**config.mk**
```make
export PLATFORM = sky130hd
export DESIGN_NAME = sysctl_regs
export DESIGN_NICKNAME = d
export VERILOG_FILES = /design/src/rtl/sysctl_pkg.sv /design/src/rtl/sysctl_ctl.sv /design/src/rtl/sysctl_setclr.sv /design/src/rtl/sysctl_dp.sv /design/src/rtl/sysctl_regs.sv
export SDC_FILE = /design/constraint.sdc
export NUM_CORES = 1
export LEC_CHECK = 0
export CORE_UTILIZATION = 55
export CTS_BUF_LIST = sky130_fd_sc_hd__clkbuf_16
export CTS_CLUSTER_SIZE = 40
export DETAILED_ROUTE_END_ITERATION = 8
export PLACE_DENSITY = 0.8
export RECOVER_POWER = 50
export SLEW_MARGIN = 20
export SYNTH_ARGS = -nofsm -noshare
export SYNTH_HDL_FRONTEND = slang
export SYNTH_HIERARCHICAL = 1
export SYNTH_SLANG_ARGS = --single-unit
export TNS_END_PERCENT = 100
```
**constraint.sdc**
```tcl
create_clock -name clk -period 6.7 [get_ports clk]
set_input_delay 2.01 -clock clk [delete_from_list [all_inputs] [get_ports clk]]
set_output_delay 2.01 -clock clk [all_outputs]
set_load 0.1 [all_outputs]
```
**src/rtl/sysctl_pkg.sv**
```systemverilog
package sysctl_pkg;

  localparam int DATA_W = 32;

  localparam logic [31:0] ID_WORD   = 32'h411A_3001;
  localparam logic [31:0] STAT_WORD = 32'h0010_0000;
  localparam logic [15:0] GUARD_KEY = 16'hA05F;
  localparam logic [31:0] OSC_RST   = 32'h0100_0048;
  localparam logic [31:0] AUX_RST   = 32'h0007_FEFF;
  localparam logic [31:0] MEM_BASE  = 32'h0001_1122;
  localparam logic [31:0] INIT_RST  = 32'h0000_0112;

  // word indices whose values are decoded by software
  localparam int IDX_ID       = 0;
  localparam int IDX_PROC     = 1;
  localparam int IDX_OSC      = 2;
  localparam int IDX_CTRL     = 3;
  localparam int IDX_STAT     = 4;
  localparam int IDX_GUARD    = 5;
  localparam int IDX_AUX      = 7;
  localparam int IDX_MEM      = 8;
  localparam int IDX_INIT     = 9;
  localparam int IDX_FLAG_SET = 12;
  localparam int IDX_FLAG_CLR = 13;
  localparam int IDX_NV_SET   = 14;
  localparam int IDX_NV_CLR   = 15;
  localparam int IDX_SPD_BASE = 64;

  localparam int CTRL_LED_BIT   = 0;
  localparam int CTRL_REMAP_BIT = 2;
  localparam int CTRL_RESET_BIT = 3;

  localparam int FLAG_BANKS = 2;

  typedef enum logic [3:0] {
    RD_ZERO, RD_ID, RD_STAT, RD_OSC, RD_CTRL, RD_GUARD, RD_AUX,
    RD_MEM, RD_INIT, RD_FLAG, RD_NVFLAG, RD_SPD
  } rdSel_e;

  typedef struct packed {
    logic                  wrOsc;
    logic                  wrCtrl;
    logic                  wrGuard;
    logic                  wrAux;
    logic                  wrMem;
    logic                  wrInit;
    logic [FLAG_BANKS-1:0] flagSet;
    logic [FLAG_BANKS-1:0] flagClr;
    rdSel_e                rdSel;
  } strobe_t;

  function automatic logic [31:0] sizeCode(input int mb);
    if (mb >= 256)      return 32'h10;
    else if (mb >= 128) return 32'h0C;
    else if (mb >= 64)  return 32'h08;
    else if (mb >= 32)  return 32'h04;
    else                return 32'h00;
  endfunction

  function automatic logic [7:0] sizeByte(input int mb);
    if (mb >= 256)      return 8'd64;
    else if (mb >= 128) return 8'd32;
    else if (mb >= 64)  return 8'd16;
    else if (mb >= 32)  return 8'd4;
    else                return 8'd2;
  endfunction

  function automatic logic [7:0] spdByte(input int idx, input int mb);
    case (idx)
      0:  return 8'h80;  1:  return 8'h08;  2:  return 8'h04;  3:  return 8'h0B;
      4:  return 8'h09;  5:  return 8'h01;  6:  return 8'h40;  7:  return 8'h00;
      8:  return 8'h02;  9:  return 8'hA0;  10: return 8'hA0;  11: return 8'h00;
      12: return 8'h00;  13: return 8'h08;  14: return 8'h00;  15: return 8'h01;
      16: return 8'h0E;  17: return 8'h04;  18: return 8'h1C;  19: return 8'h01;
      20: return 8'h02;  21: return 8'h20;  22: return 8'hC0;  23: return 8'h00;
      24: return 8'h00;  25: return 8'h00;  26: return 8'h00;  27: return 8'h30;
      28: return 8'h28;  29: return 8'h30;  30: return 8'h28;
      31: return sizeByte(mb);
      default: return 8'h00;
    endcase
  endfunction

endpackage

```
**src/rtl/sysctl_ctl.sv**
```systemverilog
module sysctl_ctl
  import sysctl_pkg::*;
#(
  parameter int IDX_W     = 8,
  parameter int SPD_DEPTH = 32
) (
  input  logic             busWr,
  input  logic [IDX_W-1:0] busIdx,
  input  logic             unlocked,
  output strobe_t          stb
);

  localparam int SPD_LAST = IDX_SPD_BASE + SPD_DEPTH - 1;

  logic [31:0] idxN;

  always_comb begin
    idxN      = 32'(busIdx);
    stb       = '0;
    stb.rdSel = RD_ZERO;
    case (idxN)
      IDX_ID:    stb.rdSel = RD_ID;
      IDX_STAT:  stb.rdSel = RD_STAT;
      IDX_OSC: begin
        stb.rdSel = RD_OSC;
        stb.wrOsc = busWr & unlocked;
      end
      IDX_CTRL: begin
        stb.rdSel  = RD_CTRL;
        stb.wrCtrl = busWr;
      end
      IDX_GUARD: begin
        stb.rdSel   = RD_GUARD;
        stb.wrGuard = busWr;
      end
      IDX_AUX: begin
        stb.rdSel = RD_AUX;
        stb.wrAux = busWr & unlocked;
      end
      IDX_MEM: begin
        stb.rdSel = RD_MEM;
        stb.wrMem = busWr;
      end
      IDX_INIT: begin
        stb.rdSel  = RD_INIT;
        stb.wrInit = busWr;
      end
      IDX_FLAG_SET: begin
        stb.rdSel      = RD_FLAG;
        stb.flagSet[0] = busWr;
      end
      IDX_FLAG_CLR: stb.flagClr[0] = busWr;
      IDX_NV_SET: begin
        stb.rdSel      = RD_NVFLAG;
        stb.flagSet[1] = busWr;
      end
      IDX_NV_CLR: stb.flagClr[1] = busWr;
      default: begin
        if (idxN >= 32'(IDX_SPD_BASE) && idxN <= 32'(SPD_LAST))
          stb.rdSel = RD_SPD;
      end
    endcase
  end

endmodule

```
**src/rtl/sysctl_setclr.sv**
```systemverilog
module sysctl_setclr #(
  parameter int W = 32
) (
  input  logic         clk,
  input  logic         rstN,
  input  logic         setEn,
  input  logic         clrEn,
  input  logic [W-1:0] wdata,
  output logic [W-1:0] q
);

  always_ff @(posedge clk or negedge rstN) begin
    if (!rstN)      q <= '0;
    else if (setEn) q <= q | wdata;
    else if (clrEn) q <= q & ~wdata;
  end

endmodule

```
**src/rtl/sysctl_dp.sv**
```systemverilog
module sysctl_dp
  import sysctl_pkg::*;
#(
  parameter int MEM_MB    = 128,
  parameter int SPD_DEPTH = 32,
  localparam int SPD_AW   = $clog2(SPD_DEPTH)
) (
  input  logic              clk,
  input  logic              rstN,
  input  strobe_t           stb,
  input  logic [DATA_W-1:0] wdata,
  input  logic [SPD_AW-1:0] spdIdx,
  output logic [DATA_W-1:0] rdData,
  output logic              unlocked,
  output logic              rstReq,
  output logic              remapOut,
  output logic              ledOut,
  output logic [DATA_W-1:0] oscWord,
  output logic [DATA_W-1:0] auxOscWord
);

  localparam logic [DATA_W-1:0] MEM_RST = MEM_BASE | sizeCode(MEM_MB);

  logic [15:0]       guardReg;
  logic [DATA_W-1:0] memReg;
  logic [DATA_W-1:0] initReg;
  logic [DATA_W-1:0] flagWord [FLAG_BANKS];
  logic [7:0]        spdRom   [SPD_DEPTH];

  assign unlocked = (guardReg == GUARD_KEY);

  always_ff @(posedge clk or negedge rstN) begin
    if (!rstN) begin
      oscWord    <= OSC_RST;
      auxOscWord <= AUX_RST;
      guardReg   <= '0;
      memReg     <= MEM_RST;
      initReg    <= INIT_RST;
      ledOut     <= 1'b0;
      remapOut   <= 1'b0;
      rstReq     <= 1'b0;
    end else begin
      rstReq <= stb.wrCtrl & wdata[CTRL_RESET_BIT];
      if (stb.wrOsc)   oscWord    <= wdata;
      if (stb.wrAux)   auxOscWord <= wdata;
      if (stb.wrGuard) guardReg   <= wdata[15:0];
      if (stb.wrMem)   memReg     <= wdata;
      if (stb.wrInit)  initReg    <= wdata;
      if (stb.wrCtrl) begin
        ledOut   <= wdata[CTRL_LED_BIT];
        remapOut <= wdata[CTRL_REMAP_BIT];
      end
    end
  end

  for (genvar b = 0; b < FLAG_BANKS; b++) begin : g_bank
    sysctl_setclr #(.W(DATA_W)) u_bank (
      .clk   (clk),
      .rstN  (rstN),
      .setEn (stb.flagSet[b]),
      .clrEn (stb.flagClr[b]),
      .wdata (wdata),
      .q     (flagWord[b])
    );
  end

  for (genvar i = 0; i < SPD_DEPTH; i++) begin : g_spd
    assign spdRom[i] = spdByte(i, MEM_MB);
  end

  always_comb begin
    case (stb.rdSel)
      RD_ID:     rdData = ID_WORD;
      RD_STAT:   rdData = STAT_WORD;
      RD_OSC:    rdData = oscWord;
      RD_AUX:    rdData = auxOscWord;
      RD_CTRL:   rdData = {29'b0, remapOut, 1'b0, ledOut};
      RD_GUARD:  rdData = {15'b0, unlocked, guardReg};
      RD_MEM:    rdData = memReg;
      RD_INIT:   rdData = initReg;
      RD_FLAG:   rdData = flagWord[0];
      RD_NVFLAG: rdData = flagWord[1];
      RD_SPD:    rdData = {24'b0, spdRom[spdIdx]};
      default:   rdData = '0;
    endcase
  end

endmodule

```
**src/rtl/sysctl_regs.sv**
```systemverilog
module sysctl_regs
  import sysctl_pkg::*;
#(
  parameter int IDX_W     = 8,
  parameter int MEM_MB    = 128,
  parameter int SPD_DEPTH = 32
) (
  input  logic             clk,
  input  logic             rstN,
  input  logic             busWr,
  input  logic [IDX_W-1:0] busIdx,
  input  logic [31:0]      busWdata,
  output logic [31:0]      busRdata,
  output logic             rstReq,
  output logic             remapOut,
  output logic             ledOut,
  output logic [31:0]      oscWord,
  output logic [31:0]      auxOscWord
);

  localparam int SPD_AW = $clog2(SPD_DEPTH);

  strobe_t stb;
  logic    unlocked;

  sysctl_ctl #(.IDX_W(IDX_W), .SPD_DEPTH(SPD_DEPTH)) u_ctl (
    .busWr    (busWr),
    .busIdx   (busIdx),
    .unlocked (unlocked),
    .stb      (stb)
  );

  sysctl_dp #(.MEM_MB(MEM_MB), .SPD_DEPTH(SPD_DEPTH)) u_dp (
    .clk        (clk),
    .rstN       (rstN),
    .stb        (stb),
    .wdata      (busWdata),
    .spdIdx     (busIdx[SPD_AW-1:0]),
    .rdData     (busRdata),
    .unlocked   (unlocked),
    .rstReq     (rstReq),
    .remapOut   (remapOut),
    .ledOut     (ledOut),
    .oscWord    (oscWord),
    .auxOscWord (auxOscWord)
  );

endmodule

```
==> results.sh <==
export IMPL_synth_edf_count=0
export IMPL_slew_headroom_pct=-116.0
export IMPL_holdPathStages=1
export IMPL_clk_pin_slew_ns=0.06
export IMPL_fmax_ghz=0.1511
export IMPL_ff2ff_path_depth=6
export IMPL_worstSetupPathType="input port to output pin"
export IMPL_synthCells=880
export IMPL_num_antenna_cells=0
export IMPL_grtUsageTotal_pct=33.69
export IMPL_synth_area_per_cell_sq_um=11.75
export IMPL_drv_slew=133
export IMPL_overflow=0
export IMPL_cp_num_cells=12
export IMPL_gp_congestion=0.9003
export IMPL_nFillCells=1071
export IMPL_clock_skew_ns=0.02450
export IMPL_combPwrFrac_pct=11.0
export IMPL_fin_util_pct=78.18
export IMPL_ys_seq_area_share_pct=51.45
export IMPL_fin_crit_ns=6.620
export IMPL_cts_root_buf="clkbuf_16"
export IMPL_drv_cap=1
export IMPL_dp_hpwl_um=20930
export IMPL_syn_area_sq_um=10340
export IMPL_layout_commonest_cell="dfrtp_1"
export IMPL_ioPinCount=142
export IMPL_insertion_delay_ns=0.52
export IMPL_p_clk_share_pct=43.2
export IMPL_placedCellCount=1292
export IMPL_leakage_nw=6.139
export IMPL_grt_pass1_wl_um=50520
export IMPL_routedWlPerCell_um=24.23
export IMPL_hold_viol=0
export IMPL_peakVddDrop_uv=201.0
export IMPL_cts_sinks=211
export IMPL_synth_distinct_cells=59
export IMPL_drc=10
export IMPL_tightest_slew_ns=3.241
export IMPL_cp_required_ns=4.69
export IMPL_final_cell_mix="dfrtp_1 (180), mux2_2 (150), buf_4 (102), clkdlybuf4s50_1 (100), nand2_1 (96)"
export IMPL_die_w_um=139.1
export IMPL_critPathMaxStageDelay_ns=0.57
export IMPL_dp_slack_ns=-0.2273
export IMPL_routed_via_density=6.521
export IMPL_run_status="finished with violations"
export IMPL_cts_buffers=23
export IMPL_async_reset_ff_share_pct=100.0
export IMPL_violations="DRC, capacitance limit, slew limit"
export IMPL_final_cells=1349
export IMPL_yosys_warnings=6
export IMPL_layout_drive_gt1_share_pct=39.38
export IMPL_critPathSlowestCell="or4_4"
export IMPL_grt_antenna_before_repair=0
export IMPL_grt_max_degree=133
export IMPL_htreeDepth=1
export IMPL_post_route_period_util_pct=98.81
export IMPL_port_buffers=141
export IMPL_ys_flop_type="dfrtp_1"
export IMPL_vias=8797
export IMPL_switchingPower_uw=741.8
export IMPL_setup_viol=0
export IMPL_p_per_area_nw_per_um2=206.8
export IMPL_worst_slack_ns=0.07978
export IMPL_clock_path_buffers=3
export IMPL_initial_core_util_pct=56.78
export IMPL_hp_class="flop to flop"
export IMPL_fp_dieH_um=139.1
export IMPL_ys_seq_elements=211
export IMPL_drtPass1Iterations=8
export IMPL_cp_cell_sequence="clkdlybuf4s15_1 > or4_4 > o311ai_4 > buf_12 > and2b_4 > buf_4 > buf_4 > and2_1 > o21ai_0 > buf_4 > a31oi_4 > buf_12"
export IMPL_worstPathArrival_ns=4.61
export IMPL_coreArea_sq_um=18210
export IMPL_stdcell_area_sq_um=14240
export IMPL_rows=49
export IMPL_area_growth_pct=37.70
export IMPL_critPathCaptureType="output pin"
export IMPL_crit_top_cell="buf_4"
export IMPL_power_frac_seq_pct=45.7
export IMPL_ant_nets=0
export IMPL_drt_iter0_markers=770
export IMPL_cpLargestDelayFamily="buffers and inverters"
export IMPL_first_global_vias=8933
export IMPL_crit_fanout=8
export IMPL_cts_tree="built"
export IMPL_dpl_instance_area_sq_um=13260
export IMPL_layout_nets=1155
export IMPL_p_sw_share_pct=25.19
export IMPL_cp_start_kind="input port"
export IMPL_routed_wl_um=32680
export IMPL_synth_nets=931
export IMPL_worst_path_buf_inv=6
export IMPL_p_int_mw=2.203
export IMPL_die_area_sq_um=19350
## worst paths after layout
kind,startpoint,end,slack [ns]
min,flop,flop,0.50
min in group asynchronous,rstN,u_dp/memReg[9],2.55
max in group asynchronous,rstN,u_dp/initReg[9],1.62
max,busIdx[5],busRdata[19],0.08
max reg2reg,u_dp/guardReg[11],u_dp/oscWord[23],3.22
min reg2reg,flop,flop,0.50
## metrics by stage
| step | power, mW | TNS, ns | hold slack (ns) |
|---|---|---|---|
| floorplan | 1.500 | -0.2321 | 0.4546 |
| global placement | 1.661 | -4.143 | 0.4709 |
| global route | 3.026 | -0.003957 | 0.4998 |
| detailed placement | 1.668 | -4.851 | 0.4793 |
| CTS | 2.938 | 0 | 0.4932 |
| finish | 2.944 | 0 | 0.4989 |
## cell type report
| type | instances | area [sq um] | share of cell area [%] |
|---|---|---|---|
| inverter | 9 | 35.03 | 0.2461 |
| clock inverter | 18 | 173.9 | 1.222 |
| timing repair buffer | 266 | 2785 | 19.56 |
| tap | 229 | 286.5 | 2.013 |
| sequential | 211 | 5319 | 37.36 |
| clock buffer | 23 | 575.6 | 4.043 |
| multi-input combinational | 593 | 5061 | 35.55 |
## power by group through the flow
stage               clock, mW  combinational, mW  sequential [mW]
detailed placement          0              0.302             1.37
global placement            0              0.297             1.36
global route             1.33              0.343             1.35
finish                   1.27              0.325             1.35
CTS                      1.28              0.316             1.35
floorplan                   0              0.137             1.36
## layer usage
| layer | GRT usage [%] | up-vias | wire length [um] |
|---|---|---|---|
| met1 | 44.43 | 4433 | 13130 |
| li1 | - | 3728 | - |
| met2 | 55.02 | 522 | 15600 |
| met4 | 14.27 | 0 | 1202 |
| met5 | 0 | - | 0 |
| met3 | 5.939 | 114 | 2753 |
## synth_stat cells, types with 9 or more instances
cell type,count,area (sq um)
a21oi_1,19,95.09
a221oi_1,11,96.34
a22o_1,77,674.4
a22oi_1,31,232.7
a31oi_1,21,131.4
and2_1,12,75.07
buf_1,14,52.55
buf_2,21,105.1
clkbuf_1,21,78.83
dfrtp_1,180,4504
dfstp_2,31,814.5
mux2_2,150,1689
mux2i_1,22,220.2
nand2_1,97,364.1
nand2b_1,9,56.30
nor2_1,25,93.84
o21ai_0,22,110.1
## cells by family (layout without fill, tap and decap cells)
group | after synthesis | after routing | share of synthesized area, %
and+or+nand+nor | 196 | 196 | 9.452
AOI/OAI and AO/OA | 215 | 215 | 15.83
DFF | 211 | 211 | 51.45
muxes | 172 | 172 | 18.47
xor gates and xnor gates | 2 | 2 | 0.1695
buffers and inverters | 76 | 316 | 3.667
adders and majority gates | 8 | 8 | 0.9682
## repair_timing
action | CTS | global route
hold buffers | 0 | 0
cloned | 0 | 1
gates resized for setup | 28 | 12
endpoints found under the setup margin | 32 | 32
buffers inserted | 10 | 5
pin swaps | 11 | 9
Power figures use the tool's default switching activity.
